File: config.mk
export PLATFORM = sky130hd
export DESIGN_NAME = txbd_fetch_ctrl
export DESIGN_NICKNAME = d
export VERILOG_FILES = /design/src/rtl/txbd_fetch_ctrl.sv
export SDC_FILE = /design/constraint.sdc
export NUM_CORES = 1
export LEC_CHECK = 0
export BUFFER_PORTS_ARGS = -buffer_cell sky130_fd_sc_hd__buf_2
export CELL_PAD_IN_SITES_DETAIL_PLACEMENT = 1
export CELL_PAD_IN_SITES_GLOBAL_PLACEMENT = 2
export CORE_MARGIN = 2
export CORE_UTILIZATION = 32
export DETAILED_ROUTE_END_ITERATION = 10
export HOLD_SLACK_MARGIN = 0.1
export PLACE_DENSITY_LB_ADDON = 0.2
export SLEW_MARGIN = 5
export SYNTH_ARGS = -nofsm -noshare
export SYNTH_HDL_FRONTEND = slang
export SYNTH_SLANG_ARGS = --single-unit
File: constraint.sdc
create_clock -name clk -period 3 [get_ports clk]
set_input_delay 0.45 -clock clk [delete_from_list [all_inputs] [get_ports clk]]
set_output_delay 0.45 -clock clk [all_outputs]
set_load 0.03 [all_outputs]
File: src/rtl/txbd_fetch_ctrl.sv
module txbd_fetch_ctrl #(
  parameter int POLL_CYCLES = 512,
  parameter int RETRIES     = 2,
  parameter int NEV         = 6
) (
  input  logic           clk,
  input  logic           rst_n,
  input  logic           sclk_en,
  input  logic           wait_mode,
  input  logic           single_ring,
  input  logic           fetch_now,
  input  logic           gstop,
  input  logic           halt_clr,
  input  logic           fifo_empty,
  input  logic           tx_busy,
  input  logic           fetch_done,
  input  logic           bd_ready,
  output logic           fetch_req,
  output logic           halted,
  output logic           stop_done,
  input  logic           wwr_en,
  input  logic [NEV-1:0] evt_in,
  input  logic           wb_ack,
  output logic [NEV-1:0] evt_out
);

  localparam int TW = (POLL_CYCLES > 1) ? $clog2(POLL_CYCLES) : 1;
  localparam int RW = $clog2(RETRIES + 2);

  typedef enum logic [2:0] {S_IDLE, S_FETCH, S_EVAL, S_HALT, S_DRAIN, S_STOP} st_t;

  st_t            st, st_n;
  logic [TW-1:0]  tmr;
  logic [RW-1:0]  miss;
  logic           rdy_q;
  logic [NEV-1:0] pend;

  wire drained  = fifo_empty && !tx_busy;
  wire poll_hit = sclk_en && (tmr == TW'(POLL_CYCLES - 1));
  wire demand   = fetch_now && single_ring && !wait_mode;
  wire miss_max = (miss == RW'(RETRIES));
  wire tmr_hold = (st != S_IDLE) || wait_mode || gstop;
  wire [NEV-1:0] pend_n = pend | evt_in;
  wire release_ev = !wwr_en || wb_ack;

  assign fetch_req = (st == S_FETCH);
  assign halted    = (st == S_HALT);

  always_comb begin
    st_n = st;
    unique case (st)
      S_IDLE:
        if (gstop)                               st_n = drained ? S_STOP : S_DRAIN;
        else if (wait_mode || demand || poll_hit) st_n = S_FETCH;
      S_FETCH:
        if (fetch_done) st_n = S_EVAL;
      S_EVAL:
        if (gstop)          st_n = drained ? S_STOP : S_DRAIN;
        else if (rdy_q)     st_n = S_FETCH;
        else if (wait_mode) st_n = miss_max ? S_HALT : S_FETCH;
        else                st_n = S_IDLE;
      S_HALT:
        if (halt_clr) st_n = S_IDLE;
      S_DRAIN:
        if (drained) st_n = S_STOP;
      S_STOP:
        if (!gstop) st_n = S_IDLE;
      default: st_n = S_IDLE;
    endcase
  end

  always_ff @(posedge clk) begin
    if (!rst_n) begin
      st        <= S_IDLE;
      tmr       <= '0;
      miss      <= '0;
      rdy_q     <= 1'b0;
      stop_done <= 1'b0;
      pend      <= '0;
      evt_out   <= '0;
    end else begin
      st        <= st_n;
      stop_done <= (st_n == S_STOP) && (st != S_STOP);

      if (tmr_hold)     tmr <= '0;
      else if (sclk_en) tmr <= poll_hit ? '0 : tmr + 1'b1;

      if (st == S_FETCH && fetch_done) rdy_q <= bd_ready;

      if (st == S_HALT && halt_clr)
        miss <= '0;
      else if (st == S_EVAL) begin
        if (rdy_q)                       miss <= '0;
        else if (wait_mode && !miss_max) miss <= miss + 1'b1;
      end

      if (release_ev) begin
        evt_out <= pend_n;
        pend    <= '0;
      end else begin
        evt_out <= '0;
        pend    <= pend_n;
      end
    end
  end

endmodule

==> metrics.md <==
| Metric | Value |
|---|---|
| Via count of the routed design | 1042 |
| Vias in the first global route | 1023 |
| Maximum vdd ir drop | 176 uV |
| Syn-to-layout area delta | 21.1% |
| Yosys warnings | 0 |
| Sequential share of the synthesized area | 47.4% |
| Drc violations | 0 |
| Critical Path Start Type | register |
| Top Ports | 29 |
| Final Cycle Share | 59.3% |
| H-tree depth | 1 |
| Deepest clock path buffer count | 2 |
| Post-layout minimum cycle time | 1.78 ns |
| Post-CTS Setup Bufs | 0 |
| Worst Tran Pin Value | ~0.75 ns |
| Critical path required time | 2.55 ns |
| Iter 0 DRT Violations | a little under 70 |
| Register bit total from synthesis | 28 |
| CTS tree | yes |
| Source of the worst hold timing path | evt_in[2] |
| Cell accounting for the most synthesized area | sky130_fd_sc_hd__dfxtp_1 |
| Final non-filler cell total | about 210 |
| Final core occ | 39.7% |
| Post-synth top area share | between 40% and 50% |
| Antenna-violating nets left | 0 |
| Vias per Instance | 4.89 |
| Overall fraction of global-route tracks in use | 14.2% |
| Weighted congestion reported at the end of routability-driven placement | 0.774 |
| CTS buffer count | 3 |
| Share of layout cells above drive strength 1 | roughly a fifth |
| Critical setup path kind | reg -> out |
| Reg-to-Reg Start | tmr[0]$_SDFFE_PP0P_ |
| Die H | around 65 microns |
| Number of library cell types mapped by synthesis | 32 |
| Final setup violation count | 0 |
| Cells after Synth | 137 |
| Clock root cell | sky130_fd_sc_hd__clkbuf_8 |
| Number of pins with negative max-slew slack in the final report | 0 |
| Number of input and output port buffers inserted | 28 |
| Maximum number of pins on one net before global-route repair | 17 |
| Nets | 189 |
| Largest stage delay on the critical path | 0.54 ns |
| Antenna violations before repair | 0 |
| Synthesized area divided by synthesized cell count | 8.63 sq um |
| Hold Path Class | in -> reg |
| Sum of buffers and inverters on the critical path | 1 |
| Effective utilization at floorplan | 32.8% |
| Ant diodes | 0 |
| Clock skew | 0.00579 ns |
| Total negative slack | 0 ns |
| Unrepaired setup endpoints after global routing | false |
| PD cells | roughly 570 mW/mm^2 |
| TritonCTS sink count | 28 |
| First-pass GRT wire length | 4550 microns |
| Clk_lat worst skew | roughly 0.27 ns |
| Critical-path cell with the highest stage delay | sky130_fd_sc_hd__dfxtp_1 |
| Cell Chain, Critical Path | nand2b_1 -> nor2_1 -> buf_2 |
| Endpoint kind of the worst setup timing path | primary output |
| Worst setup path start | st[0]$_SDFF_PN0_ |
| Cell area after synthesis | 0.00118 sq mm |
| Width of the chip | 64.8 microns |
| Dpl hpwl | approximately 2100 microns |
| Post-detailed-route wirelength per cell | 12.9 microns |
| Core area | 0.00361 sq mm |
| CP top delay family | flip-flops |
| Area contributors post-synth | sky130_fd_sc_hd__dfxtp_1 47%, sky130_fd_sc_hd__nor2_1 10%, sky130_fd_sc_hd__xor2_1 4.4%, sky130_fd_sc_hd__a21oi_1 3.4%, sky130_fd_sc_hd__ha_1 3.2% |
| Overall die area | 0.00420 sq mm |
| DR pass1 iterations | 4 |
| Number of cells upsized or downsized after cts | 0 |
| Outcome | finished clean |
| Total congestion overflow after global routing | 0 |
| Relative slew margins | between 40% and 50% |
| Overall routed net length | 2760 microns |
| Count of endpoints failing hold in the final timing report | 0 |
| Site Rows | 22 |
| Post-Synthesis Net Count | 160 |
| Arrival time worst endpoint | 1.33 ns |
| Leak Pwr | 0.000589 uW |
| Highest clock frequency the design can meet | 562 MHz |
| Cell count after placement | 209 |
| Biggest fanout along the worst timing path | 11 |
| Max-capacitance violation count | 0 |
| Worst-path clk slew | about 0.10 ns |
| Hold bufs inserted after CTS | 0 |
[layout by cell type (no fill, tap or decap)]
master | Yosys | routed
sky130_fd_sc_hd__and4_1 | 2 | 2
sky130_fd_sc_hd__buf_2 | 0 | 28
sky130_fd_sc_hd__nand2b_1 | 6 | 6
sky130_fd_sc_hd__o21a_1 | 1 | 1
sky130_fd_sc_hd__and3_1 | 2 | 2
sky130_fd_sc_hd__o221ai_1 | 1 | 1
sky130_fd_sc_hd__mux2i_1 | 2 | 2
sky130_fd_sc_hd__ha_1 | 3 | 3
sky130_fd_sc_hd__nand3b_1 | 3 | 3
sky130_fd_sc_hd__xor2_1 | 6 | 6
sky130_fd_sc_hd__clkbuf_8 | 0 | 3
sky130_fd_sc_hd__a31oi_1 | 1 | 1
sky130_fd_sc_hd__a211oi_1 | 1 | 1
sky130_fd_sc_hd__or4_1 | 2 | 2
sky130_fd_sc_hd__nand4_1 | 3 | 3
sky130_fd_sc_hd__nor2_1 | 32 | 32
sky130_fd_sc_hd__dfxtp_1 | 28 | 28
sky130_fd_sc_hd__and2b_2 | 1 | 1
sky130_fd_sc_hd__nand2_1 | 7 | 7
sky130_fd_sc_hd__a2111oi_0 | 1 | 1
sky130_fd_sc_hd__or3_1 | 1 | 1
sky130_fd_sc_hd__a32oi_1 | 1 | 1
sky130_fd_sc_hd__a41oi_1 | 1 | 1
sky130_fd_sc_hd__bufinv_16 | 0 | 1
sky130_fd_sc_hd__nand3_1 | 4 | 4
sky130_fd_sc_hd__nor3b_1 | 1 | 1
sky130_fd_sc_hd__or3b_4 | 1 | 1
sky130_fd_sc_hd__nor2b_1 | 2 | 2
sky130_fd_sc_hd__a21boi_0 | 1 | 1
sky130_fd_sc_hd__a21oi_1 | 8 | 8
sky130_fd_sc_hd__inv_1 | 5 | 5
sky130_fd_sc_hd__o21ai_0 | 4 | 4
sky130_fd_sc_hd__nor3_1 | 2 | 2
[registers in the layout, indices dropped and copies added (netlist names)]
signal	flops
miss	2
pend	6
st	3
stop_done	1
evt_out	6
rdy_q	1
tmr	9
[final timing paths]
path                           to  slack (ns)  depth (start not counted)
max                     fetch_req        1.22                          3
min            pend[2]$_SDFF_PP0_        0.39                          3
min reg2reg    pend[4]$_SDFF_PP0_        0.46                          2
max reg2reg  stop_done$_SDFF_PN0_        1.35                          7
[synth_stat cells]
cell	n
sky130_fd_sc_hd__nand2b_1	6
sky130_fd_sc_hd__a31oi_1	1
sky130_fd_sc_hd__and2b_2	1
sky130_fd_sc_hd__buf_6	1
sky130_fd_sc_hd__o21a_1	1
sky130_fd_sc_hd__nand2_1	7
sky130_fd_sc_hd__or3b_4	1
sky130_fd_sc_hd__inv_1	5
sky130_fd_sc_hd__nand3b_1	3
sky130_fd_sc_hd__and4_1	2
sky130_fd_sc_hd__mux2i_1	2
sky130_fd_sc_hd__nand3_1	4
sky130_fd_sc_hd__a41oi_1	1
sky130_fd_sc_hd__a21boi_0	1
sky130_fd_sc_hd__a21oi_1	8
sky130_fd_sc_hd__nor2b_1	2
sky130_fd_sc_hd__clkbuf_1	3
sky130_fd_sc_hd__or4_1	2
sky130_fd_sc_hd__dfxtp_1	28
sky130_fd_sc_hd__a211oi_1	1
sky130_fd_sc_hd__o221ai_1	1
sky130_fd_sc_hd__nor3_1	2
sky130_fd_sc_hd__nand4_1	3
sky130_fd_sc_hd__o21ai_0	4
sky130_fd_sc_hd__a32oi_1	1
sky130_fd_sc_hd__a2111oi_0	1
sky130_fd_sc_hd__ha_1	3
sky130_fd_sc_hd__nor2_1	32
sky130_fd_sc_hd__and3_1	2
sky130_fd_sc_hd__nor3b_1	1
sky130_fd_sc_hd__or3_1	1
sky130_fd_sc_hd__xor2_1	6
[final cells by class]
cell class                 count  area (sq um)
clock buffer                   3          41.3
clock inverter                 1          30.0
fill                         444          2170
inverter                       5          18.8
multi-input combinational    100           581
sequential                    28           561
tap                           48          60.1
timing repair buffer          28           140
[worst min-delay path, cell delays in order]
cell and delay [ns]:
sky130_fd_sc_hd__buf_2 0.07, sky130_fd_sc_hd__nor2_1 0.04, sky130_fd_sc_hd__nor2_1 0.07
[power by group]
| part | switching [uW] | internal, uW | total [uW] |
|---|---|---|---|
| clock network | 116 | 179 | 294 |
| registers | 17.7 | 388 | 405 |
| logic | 68.6 | 43.9 | 112 |
[metal layers]
layer	global-route usage (%)	part of all wire, %	vias to the layer above
li1	-	-	523
met1	17.8	47	486
met3	3.47	5.8	6
met5	0	0	-
met2	22.4	45	27
met4	7.18	2.3	0
[kinds of logic (layout without fill, tap and decap cells)]
| kind of cell | after synthesis | after routing | synth area share (%) |
|---|---|---|---|
| buffers and inverters | 9 | 37 | 3.49 |
| XOR/XNOR | 6 | 6 | 4.44 |
| flip-flops | 28 | 28 | 47.4 |
| AND/OR/NAND/NOR | 69 | 69 | 29.3 |
| multiplexers | 2 | 2 | 1.69 |
| adder cells (fa/ha/maj) | 3 | 3 | 3.17 |
| AO/OA/AOI/OAI | 20 | 20 | 10.5 |
[through the flow]
step                total power, uW  setup WS [ns]  hold slack [ns]  cell area [sq um]
CTS                             823           1.21            0.393               1430
detailed placement              526           1.37            0.439               1360
finish                          812           1.22            0.395               1430
floorplan                       488           1.41            0.422               1180
global route                    854           1.09            0.405               1430
global placement                523           1.40            0.432               1360
No activity file was read; power rests on OpenSTA's default activity.
